## src/rtl/sdr_pkg.sv

```systemverilog
package sdr_pkg;

    typedef enum logic [2:0] {
        CMD_NOP   = 3'd0,
        CMD_ACT   = 3'd1,
        CMD_PRE   = 3'd2,
        CMD_READ  = 3'd3,
        CMD_WRITE = 3'd4
    } sdr_cmd_e;

    typedef enum logic [1:0] {
        SEQ_IDLE = 2'd0,
        SEQ_RD   = 2'd1,
        SEQ_WR   = 2'd2
    } seq_mode_e;

endpackage

```

## src/rtl/sdr_suspend_ctl.sv

```systemverilog
// Tracks the registered suspension; run is low on frozen edges.
module sdr_suspend_ctl (
    input  logic clk,
    input  logic rst_n,
    input  logic cke,
    input  logic bank_act,
    output logic run
);
    typedef struct packed {
        logic susp;
    } susp_state_t;

    susp_state_t st_d, st_q;

    always_comb begin
        st_d = st_q;
        // low enable only freezes with the bank open; high enable releases
        st_d.susp = !cke && bank_act;
        run = !st_q.susp;
    end

    always_ff @(posedge clk) begin
        if (!rst_n) st_q <= '0;
        else        st_q <= st_d;
    end
endmodule

```

## src/rtl/sdr_burst_seq.sv

```systemverilog
// Burst beat counter and column stepping with wrap inside the aligned group.
module sdr_burst_seq
    import sdr_pkg::*;
#(
    parameter int COL_W     = 4,
    parameter int BURST_LEN = 4
) (
    input  logic             clk,
    input  logic             rst_n,
    input  logic             run,
    input  logic             start_rd,
    input  logic             start_wr,
    input  logic [COL_W-1:0] addr,
    output logic             rd_issue,
    output logic             wr_en,
    output logic [COL_W-1:0] acc_col
);
    localparam int OFS_W = $clog2(BURST_LEN);
    localparam int CNT_W = $clog2(BURST_LEN + 1);

    typedef struct packed {
        seq_mode_e        mode;
        logic [COL_W-1:0] col;
        logic [CNT_W-1:0] left;
    } seq_state_t;

    seq_state_t st_d, st_q;

    function automatic logic [COL_W-1:0] step_col(input logic [COL_W-1:0] c);
        logic [OFS_W-1:0] low;
        low = c[OFS_W-1:0] + 1'b1;
        return {c[COL_W-1:OFS_W], low};
    endfunction

    always_comb begin
        st_d     = st_q;
        rd_issue = 1'b0;
        wr_en    = 1'b0;
        acc_col  = st_q.col;
        if (run) begin
            if (start_wr) begin
                // first write word travels with the command
                wr_en     = 1'b1;
                acc_col   = addr;
                st_d.mode = SEQ_WR;
                st_d.col  = step_col(addr);
                st_d.left = CNT_W'(BURST_LEN - 1);
            end else if (start_rd) begin
                st_d.mode = SEQ_RD;
                st_d.col  = addr;
                st_d.left = CNT_W'(BURST_LEN);
            end else if (st_q.mode != SEQ_IDLE) begin
                if (st_q.mode == SEQ_RD) rd_issue = 1'b1;
                else                     wr_en    = 1'b1;
                st_d.col  = step_col(st_q.col);
                st_d.left = st_q.left - 1'b1;
                if (st_q.left == CNT_W'(1)) st_d.mode = SEQ_IDLE;
            end
        end
    end

    always_ff @(posedge clk) begin
        if (!rst_n) st_q <= '{mode: SEQ_IDLE, col: '0, left: '0};
        else        st_q <= st_d;
    end
endmodule

```

## src/rtl/sdr_cas_pipe.sv

```systemverilog
// Read latency pipeline; every stage holds when run is low.
module sdr_cas_pipe #(
    parameter int DATA_W  = 16,
    parameter int CAS_LAT = 2
) (
    input  logic              clk,
    input  logic              rst_n,
    input  logic              run,
    input  logic              in_vld,
    input  logic [DATA_W-1:0] in_data,
    output logic              out_vld,
    output logic [DATA_W-1:0] out_data
);
    localparam int STAGES = CAS_LAT - 1;

    typedef struct packed {
        logic              vld;
        logic [DATA_W-1:0] data;
    } beat_t;

    typedef struct packed {
        beat_t [STAGES-1:0] stage;
        beat_t              out;
    } pipe_state_t;

    pipe_state_t st_d, st_q;

    always_comb begin
        st_d = st_q;
        if (run) begin
            st_d.stage[0] = '{vld: in_vld, data: in_data};
            for (int i = 1; i < STAGES; i++) begin
                st_d.stage[i] = st_q.stage[i-1];
            end
            st_d.out.vld = st_q.stage[STAGES-1].vld;
            if (st_q.stage[STAGES-1].vld) st_d.out.data = st_q.stage[STAGES-1].data;
        end
        out_vld  = st_q.out.vld;
        out_data = st_q.out.data;
    end

    always_ff @(posedge clk) begin
        if (!rst_n) st_q <= '0;
        else        st_q <= st_d;
    end
endmodule

```

## src/rtl/sdr_word_store.sv

```systemverilog
// Small word array: registered write, combinational read.
module sdr_word_store #(
    parameter int DATA_W = 16,
    parameter int COL_W  = 4
) (
    input  logic              clk,
    input  logic              we,
    input  logic [COL_W-1:0]  col,
    input  logic [DATA_W-1:0] wdata,
    output logic [DATA_W-1:0] rdata
);
    localparam int DEPTH = 1 << COL_W;

    logic [DATA_W-1:0] mem_q [DEPTH];

    always_ff @(posedge clk) begin
        if (we) mem_q[col] <= wdata;
    end

    assign rdata = mem_q[col];
endmodule

```

## src/rtl/sdr_burst_engine.sv

```systemverilog
module sdr_burst_engine
    import sdr_pkg::*;
#(
    parameter int DATA_W    = 16,
    parameter int COL_W     = 4,
    parameter int BURST_LEN = 4,
    parameter int CAS_LAT   = 2
) (
    input  logic              clk,
    input  logic              rst_n,
    input  logic              cke,
    input  logic [2:0]        cmd,
    input  logic [COL_W-1:0]  addr,
    input  logic [DATA_W-1:0] din,
    output logic [DATA_W-1:0] dout,
    output logic              dout_valid
);
    typedef struct packed {
        logic bank;
    } top_state_t;

    top_state_t        st_d, st_q;
    sdr_cmd_e          cmd_e;
    logic              bank_act;
    logic              run;
    logic              start_rd, start_wr;
    logic              rd_issue, wr_en;
    logic [COL_W-1:0]  acc_col;
    logic [DATA_W-1:0] rd_word;

    assign bank_act = st_q.bank;

    sdr_suspend_ctl u_susp (
        .clk      (clk),
        .rst_n    (rst_n),
        .cke      (cke),
        .bank_act (bank_act),
        .run      (run)
    );

    // command decode; a frozen edge accepts nothing
    always_comb begin
        cmd_e    = sdr_cmd_e'(cmd);
        st_d     = st_q;
        start_rd = 1'b0;
        start_wr = 1'b0;
        if (run) begin
            case (cmd_e)
                CMD_ACT:   st_d.bank = 1'b1;
                CMD_PRE:   st_d.bank = 1'b0;
                CMD_READ:  start_rd  = st_q.bank;
                CMD_WRITE: start_wr  = st_q.bank;
                default:   ;
            endcase
        end
    end

    always_ff @(posedge clk) begin
        if (!rst_n) st_q <= '0;
        else        st_q <= st_d;
    end

    sdr_burst_seq #(
        .COL_W     (COL_W),
        .BURST_LEN (BURST_LEN)
    ) u_seq (
        .clk      (clk),
        .rst_n    (rst_n),
        .run      (run),
        .start_rd (start_rd),
        .start_wr (start_wr),
        .addr     (addr),
        .rd_issue (rd_issue),
        .wr_en    (wr_en),
        .acc_col  (acc_col)
    );

    sdr_word_store #(
        .DATA_W (DATA_W),
        .COL_W  (COL_W)
    ) u_store (
        .clk   (clk),
        .we    (wr_en),
        .col   (acc_col),
        .wdata (din),
        .rdata (rd_word)
    );

    sdr_cas_pipe #(
        .DATA_W  (DATA_W),
        .CAS_LAT (CAS_LAT)
    ) u_pipe (
        .clk      (clk),
        .rst_n    (rst_n),
        .run      (run),
        .in_vld   (rd_issue),
        .in_data  (rd_word),
        .out_vld  (dout_valid),
        .out_data (dout)
    );
endmodule

```

## config.mk

```make
export PLATFORM = sky130hd
export DESIGN_NAME = sdr_burst_engine
export DESIGN_NICKNAME = d
export VERILOG_FILES = /design/src/rtl/sdr_pkg.sv /design/src/rtl/sdr_suspend_ctl.sv /design/src/rtl/sdr_burst_seq.sv /design/src/rtl/sdr_cas_pipe.sv /design/src/rtl/sdr_word_store.sv /design/src/rtl/sdr_burst_engine.sv
export SDC_FILE = /design/constraint.sdc
export NUM_CORES = 1
export LEC_CHECK = 0
export ABC_AREA = 0
export BUFFER_PORTS_ARGS = -buffer_cell sky130_fd_sc_hd__buf_2
export CORE_MARGIN = 1.5
export CORE_UTILIZATION = 32
export CTS_BUF_LIST = sky130_fd_sc_hd__clkbuf_8
export CTS_CLUSTER_SIZE = 24
export DETAILED_ROUTE_END_ITERATION = 8
export SETUP_SLACK_MARGIN = 0.02
export SYNTH_ARGS = -nofsm -noshare
export SYNTH_HDL_FRONTEND = slang
export SYNTH_SLANG_ARGS = --single-unit
```

## constraint.sdc

```tcl
create_clock -name clk -period 3.6 [get_ports clk]
set_input_delay 0 -clock clk [delete_from_list [all_inputs] [get_ports clk]]
set_output_delay 0 -clock clk [all_outputs]
set_load 0.03 [all_outputs]
```

# Word level (Yosys, flattened, before mapping)
# Memory sizes are Yosys's and may differ from the RTL's. A register that Yosys moved wholly into a read port is not among the register bits.
# Cells that the tools add are included.
# totals
mem_count	1
rom_bits	0
ramBits	256
ff_bits	29
word_cells	56
latch_bits	0
# classes
n_mul	0
n_reduce_logical	14
order_cmp	0
shifts	0
muxes	22
eq_ne	6
bitwise	1
n_div	0
addsub	3
# mem_list
name	depth	width	read_ports	rd_clocked_by_memory_dff	wr	line_no	text
u_store.mem_q	16	16	1	1	1	sdr_word_store.sv:14	logic [DATA_W-1:0] mem_q [DEPTH];
# ops
operator	count
2-to-1 mux 9 bit	3
2-to-1 mux 1 bit	15
2-to-1 mux 4 bit	2
AND reduction 2 bit	4
== test 3 x 1 -> 1 bit (second input constant)	2
== test 3 x 2 -> 1 bit (second input constant)	2
nonzero test 2 bit	3
nonzero test 3 bit	2
adder 2 x 1 -> 2 bit (second input constant)	2
== test 3 bit (second input constant)	1
logical NOT 1 bit	3
AND reduction 3 bit	1
subtractor 3 x 1 -> 3 bit (second input constant)	1
== test 2 x 1 -> 1 bit (second input constant)	1
2-to-1 mux 2 bit	1
one-hot mux 1 bit (2 select lines)	1
logical AND 1 bit	1
inverter 1 bit	1

# Logic depth before layout (Yosys ltp)
# Gate-level depths: netlist of run 1.
# depth
ltp_word	8
depth_mapped	10
depth_no_buf	6

# By module
# A second synthesis of run 1 with hierarchy kept.
# unflattened
cells_unflattened	643
area_unflattened_um2	11855.1
# modules_own_cells
mod	area_each_um2	cells_per_inst	instances
sdr_word_store	9703.1	418	1
sdr_cas_pipe	1486.4	148	1
sdr_burst_seq	541.8	64	1
sdr_burst_engine	91.3	10	1
sdr_suspend_ctl	32.5	3	1

# Worst setup path after synthesis of run 1
# Ideal clock, no wire load.
# synth_timing
path_kind	register -> register
start	register u_susp.st_q
end	memory u_store.mem_q[1][0], enable pin
arrival_time_ns	2.609
stages_incl_launch_ff	9
path_slack_ns	0.582
period_less_slack_ns	3.018
setup_ns	0.409
required_ns	3.191
path_cell_list	dfxtp_1 buf_4 nor2b_1 buf_6 a21oi_1 clkbuf_1 clkbuf_1 nor2_1 nor3_1
# synth_via
elab_chain_len	6
# synth_lines
item	line_no	text
start: declaration	sdr_suspend_ctl.sv:13	susp_state_t st_d, st_q;
start signal: assignment	sdr_suspend_ctl.sv:24	else st_q <= st_d;
2-to-1 mux 1 bit	sdr_burst_engine.sv:47	if (run) begin
2-to-1 mux 1 bit	sdr_burst_seq.sv:48	end else if (start_rd) begin
2-to-1 mux 1 bit	sdr_burst_seq.sv:41	if (start_wr) begin
2-to-1 mux 1 bit	sdr_burst_seq.sv:40	if (run) begin
2-to-1 mux 1 bit	sdr_word_store.sv:17	if (we) mem_q[col] <= wdata;
2-to-1 mux 1 bit (implied by the code)	sdr_word_store.sv:17	
end: declaration	sdr_word_store.sv:14	
# Parallel ways exist; a longest one is shown, timed or not.

# Worst setup path in the final report of run 1
# layout_timing
start	register st_q, in the netlist bank_act
end	register, netlist name u_pipe.st_q[17]
# layout_via
elab_chain_len	4
# layout_lines
item	line_no	text
start: declaration	sdr_burst_engine.sv:22	top_state_t st_d, st_q;
start signal: assignment	sdr_burst_engine.sv:60	else st_q <= st_d;
2-to-1 mux 1 bit	sdr_burst_engine.sv:48	case (cmd_e)
2-to-1 mux 1 bit	sdr_burst_engine.sv:47	
2-to-1 mux 4 bit	sdr_burst_seq.sv:41	
2-to-1 mux 4 bit	sdr_burst_seq.sv:40	
# Every way passes these cells.
# A chain may end at the register's enable or synchronous reset.

==> flow_metrics.env, run 1 <==
export IMPL_outcome="finished, final reports clean"
export IMPL_cp_max_fo=36
export IMPL_grt_pass1_vias=7791
export IMPL_yosysTopAreaCell="edfxtp_1"
export IMPL_synth_most_common_cell="edfxtp_1"
export IMPL_crit_arrival_ns=3.63
export IMPL_drc=0
export IMPL_antenna_found_initial=0
export IMPL_dieArea_um2=38900
export IMPL_min_period_ns=3.21
export IMPL_dpl_hpwl_mm=18.6
export IMPL_grtUsageMet2=0.243
export IMPL_synth_top_cell_area_share=0.637
export IMPL_worst_setup_hold_path_clk_slew_ns=0.06
export IMPL_finalMaxSlewViolations=0
export IMPL_clock_sinks=301
export IMPL_syn_avg_cell_area_um2=13.6
export IMPL_synth_edf_count=256
export IMPL_setup_tns_final_ns=0
export IMPL_finalPower_mw=6.79
export IMPL_synth_fp_nets=912
export IMPL_fin_util=0.379
export IMPL_tightestPinTransition_ns=1.29
export IMPL_wl_per_cell_um=20.8
export IMPL_end_kind="flip-flop"
export IMPL_cts_tree="done"
export IMPL_vias_per_cell=5.33
export IMPL_worstSetupPathType="reg2reg"
export IMPL_syn2layout_area_growth_pct=15.8
export IMPL_antenna_left=0
export IMPL_rsz0062_at_grt="false"
export IMPL_drv_cap=0
export IMPL_gp_congestion=0.784
export IMPL_met3_usage=0.0319
export IMPL_layout_nets=983
export IMPL_power_leakage_nw=4.31
export IMPL_numPortBuffers=42
export IMPL_setup_viol=0
export IMPL_fmax_mhz=311
export IMPL_finClkSkew_ns=0.0128
export IMPL_hold_violations=0
export IMPL_worstSetupStartpointType="flip-flop"
export IMPL_grtUsageTotal=0.160
export IMPL_io_pins=43
export IMPL_synth_seq_cells=301
export IMPL_synth_commonest_cells="256 x edfxtp_1, 198 x o21ai_0, 48 x a41oi_1"
export IMPL_post_route_period_util=0.892
export IMPL_synthArstFlopShare=0
export IMPL_diodes=0
export IMPL_grt_start_max_net_pins=51
export IMPL_vias=7983
export IMPL_grt_first_pass_wirelength_mm=47.4
export IMPL_cts_buffers=48
export IMPL_drt_wl_total_mm=31.1
export IMPL_grt_util_met1=0.229
export IMPL_die_h_um=197
export IMPL_yosysUniqueCellTypes=44
export IMPL_required_ns=4.02
export IMPL_drive_above_1_share=0.179
export IMPL_ctsLongestPathBuffers=3
export IMPL_ir_drop_mv=0.241
export IMPL_p_per_area_nw_per_um2=486
export IMPL_grt_overflow=0
export IMPL_rows=70
export IMPL_core_area_um2=36900
export IMPL_ys_warnings_count=0
export IMPL_syn_inst=884
export IMPL_clk_latency_ns=0.56
export IMPL_top_usage_layer="met2"
export IMPL_dieWidth_um=197
export IMPL_post_cts_buffers=0
export IMPL_ys_seq_area_frac=0.712
export IMPL_synth_area_top_cells="edfxtp_1 64%, o21ai_0 8.2%, dfxtp_1 7.5%"
export IMPL_maxSlewHeadroom=0.136
export IMPL_drtIter0Drc=890
export IMPL_cts_root_buf="clkbuf_8"
export IMPL_hold_path_class="in2reg"
export IMPL_start_util=0.327
export IMPL_synth_area_um2=12100
export IMPL_cts_htree_levels=2
export IMPL_yosys_most_used_dff="edfxtp_1"
export IMPL_fillers=3539
export IMPL_first_pass_iters=5
## per-layer routing
metal  routed length [um]  vias up
met3                 2180       59
met1                14300     3984
met5                    0        -
met4                  732        0
li1                     -     3598
met2                13900      342
## metrics by stage
step	area, um2	hold slack [ns]	std cells	setup slack (ns)
2_1_floorplan	12100	0.0989	884	0.582
6_report	14000	0.0473	1497	0.388
3_3_place_gp	12900	0.304	1386	0.529
5_1_grt	14000	0.0468	1497	0.141
4_1_cts	14000	0.0265	1497	0.443
3_5_place_dp	12900	0.305	1386	0.469
## placed cells by master (no fill, tap or decap), drive strengths merged, types with 11 or more instances in the layout
cell / instances
clkbuf: 52
a21o: 16
clkinv: 18
dlygate4sd3: 23
o21ai: 215
a31oi: 18
buf: 86
nor3: 36
a41oi: 48
dfxtp: 45
nand2: 42
nor2: 11
inv: 21
a22oi: 33
edfxtp: 256
a21boi: 20
## worst max-delay path, stage by stage (launching register included)
cell and delay, ns:
dfxtp_1 0.38, nor2b_1 0.85, a21oi_4 0.48, buf_4 0.36, o21ai_0 0.20, a41oi_1 0.16, nor3_1 0.50, a31oi_1 0.14
## power by group
part / internal [mW] / switching [mW] / leakage [nW]
Combinational: 0.110 / 0.218 / 1.13
Clock: 1.33 / 1.31 / 0.510
Sequential: 3.80 / 0.0171 / 2.67
Total: 5.24 / 1.54 / 4.31
## final cells by class
cell class              count  area (um2)  area share
flip-flops and latches    301        8590       0.615
multi-input cells         490        3080       0.221
repair buffers            109         783      0.0561
clock buffers              52         716      0.0512
well taps                 504         631      0.0451
clock inverters            36         153      0.0109
inverters                   5        18.8     0.00134
## cell families after synthesis
group / share of synthesized area
AOI/OAI and AO/OA: 0.188
DFF: 0.712
and+or+nand+nor: 0.0522
buffers and inverters: 0.0444
muxes: 0.00166
adders and majority gates: 0.00207
## registers in the layout, summed over array words and instances, names as in the netlist
signal / flops
u_pipe.st_q: 17
u_pipe.out_vld: 1
u_seq.st_q: 9
u_susp.st_q: 1
bank_act: 1
u_store.mem_q: 256
u_pipe.out_data: 16
## timing repair
action | 4_1_cts | 5_1_grt
hold buffers | 23 | 0
hold endpoints to repair | 261 | 0
gates resized for setup | 0 | 0
## final timing paths
path	depth (start not counted)	slack, ns	endpoint	from
min reg2reg	2	0.46	u_pipe.out_data[11]	u_pipe.out_data[11]
max	7	0.39	u_pipe.st_q[17]	bank_act
min	2	0.05	u_seq.st_q[1]	rst_n
max reg2reg	7	0.39	u_pipe.st_q[17]	bank_act
Power figures use the tool's default switching activity.
==> run 2: changes to the inputs <==
CORE_ASPECT_RATIO = 1.1   (was not set)
==> run 2 against run 1 <==
Clock power is 8.3% higher. Clock skew rose by 0.0050 ns. Register-to-register slack better by 0.29 ns. Critical endpoint is now u_store.mem_q[2][6]. Largest power group unchanged. Highest routed layer unchanged.
==> flow_metrics.env, run 2 (synthesis gave the netlist of run 1 again) <==
export IMPL_hold_start="addr[1]"
export IMPL_clk_latency_ns=0.57
export IMPL_finalInstanceArea_um2=14100
export IMPL_final_cell_mix="256 x edfxtp_1, 198 x o21ai_0, 59 x clkbuf_8"
export IMPL_drt_wl_total_mm=32.3
export IMPL_r2r_start="u_susp.st_q"
export IMPL_drive_above_1_share=0.187
export IMPL_start_util=0.325
export IMPL_post_cts_buffers=0
export IMPL_power_leakage_nw=4.38
export IMPL_clock_sinks=301
export IMPL_grt_overflow=0
export IMPL_worstSetupPathType="reg2reg"
export IMPL_die_h_um=207
export IMPL_finalMaxSlewViolations=0
export IMPL_cts_root_buf="clkbuf_8"
export IMPL_outcome="finished, final reports clean"
export IMPL_hold_violations=0
export IMPL_rsz0062_at_grt="false"
export IMPL_dpl_cell_area_um2=12900
export IMPL_vias=8097
export IMPL_post_route_period_util=0.811
export IMPL_io_pins=43
export IMPL_setup_tns_final_ns=0
export IMPL_drv_cap=0
export IMPL_grt_start_max_net_pins=51
export IMPL_grt_first_pass_wirelength_mm=48.9
export IMPL_ctsHoldBuffers=23
export IMPL_ir_drop_mv=0.224
export IMPL_required_ns=3.85
export IMPL_antenna_found_initial=0
export IMPL_gp_congestion=0.777
export IMPL_seqCellArea_um2=8590
export IMPL_diodes=0
export IMPL_antenna_left=0
export IMPL_ctsLongestPathBuffers=3
export IMPL_core_area_um2=37100
export IMPL_end_kind="flip-flop"
export IMPL_grtUsageTotal=0.165
export IMPL_drtIter0Drc=850
export IMPL_p_per_area_nw_per_um2=497
export IMPL_worst_setup_hold_path_clk_slew_ns=0.06
export IMPL_fmax_mhz=343
export IMPL_cp_max_fo=33
export IMPL_maxSlewHeadroom=0.305
export IMPL_dieArea_um2=38900
export IMPL_tightestPinTransition_ns=1.04
export IMPL_multi_input_area_um2=3080
export IMPL_hold_path_class="in2reg"
export IMPL_dpl_hpwl_mm=19.9
export IMPL_cts_buffers=49
export IMPL_layout_cells_most_common="edfxtp_1"
export IMPL_crit_arrival_ns=3.17
export IMPL_cts_tree="done"
export IMPL_largest_register_ffs=256
export IMPL_first_pass_iters=5
export IMPL_fillers=3524
export IMPL_syn2layout_area_growth_pct=16.9
export IMPL_drc=0
export IMPL_finClkSkew_ns=0.0178
export IMPL_wl_per_cell_um=21.6
export IMPL_layout_nets=990
export IMPL_numPortBuffers=42
export IMPL_vias_per_cell=5.42
export IMPL_ctsResizeCount=0
export IMPL_worstSetupStartpoint="u_susp.st_q"
export IMPL_setup_viol=0
export IMPL_worstSetupStartpointType="flip-flop"
export IMPL_top_register="u_store.mem_q"
export IMPL_grt_pass1_vias=7786
export IMPL_dieWidth_um=188
export IMPL_rows=74
export IMPL_min_period_ns=2.92
export IMPL_cts_htree_levels=2
-- run 2: changes by cell type in the layout (fill, tap and decap cells not counted), sizes merged --
cell / before / now
bufinv: 0 / 1
clkbuf: 52 / 59
clkinv: 18 / 11
inv: 21 / 22
buf: 86 / 92
-- run 2: worst paths after layout --
check	end	slack (ns)	depth (start not counted)
max	u_store.mem_q[2][6]	0.68	7
min reg2reg	u_pipe.out_data[5]	0.46	2
min	u_seq.st_q[4]	0.06	5
max reg2reg	u_store.mem_q[2][6]	0.68	7
-- run 2: routing by layer --
layer	share of wire	track usage	routed length (um)	vias up
met1	0.43	0.232	14000	4061
met3	0.088	0.0330	2830	55
li1	-	-	-	3611
met5	0	0	0	-
met2	0.46	0.262	14900	370
met4	0.019	0.0446	613	0
-- run 2: cell type report --
type                            instances  share of cell area
Timing Repair Buffer                  115              0.0587
Clock buffer                           59              0.0576
Clock inverter                         31              0.0109
Multi-Input combinational cell        490               0.218
Inverter                                5             0.00133
Sequential cell                       301               0.609
Tap cell                              494              0.0438
-- run 2: per-stage QoR --
stage | hold slack [ns] | worst slack, ns | utilization | std cells | power [mW]
floorplan | 0.0989 | 0.582 | - | 884 | 4.05
detailed placement | 0.286 | 0.725 | 0.348 | 1382 | 4.20
CTS | 0.0264 | 0.680 | 0.380 | 1495 | 7.07
global route | 0.0719 | 0.480 | 0.380 | 1495 | 7.25
finish | 0.0566 | 0.680 | 0.380 | 1495 | 7.01
global placement | 0.289 | 0.754 | 0.348 | 1382 | 4.20
-- run 2: where the power goes --
part	leakage, nW	switching (mW)	internal, mW
Sequential	2.67	0.0254	3.80
Combinational	1.16	0.212	0.111
Clock	0.557	1.31	1.55
-- run 2: critical path, stage by stage, from the launching register on --
cell and delay [ns]:
dfxtp_1 0.47, nor2b_1 0.09, buf_4 0.20, a21oi_4 0.51
buf_4 0.47, nor2_1 0.19, nor3_2 0.35, buf_4 0.31
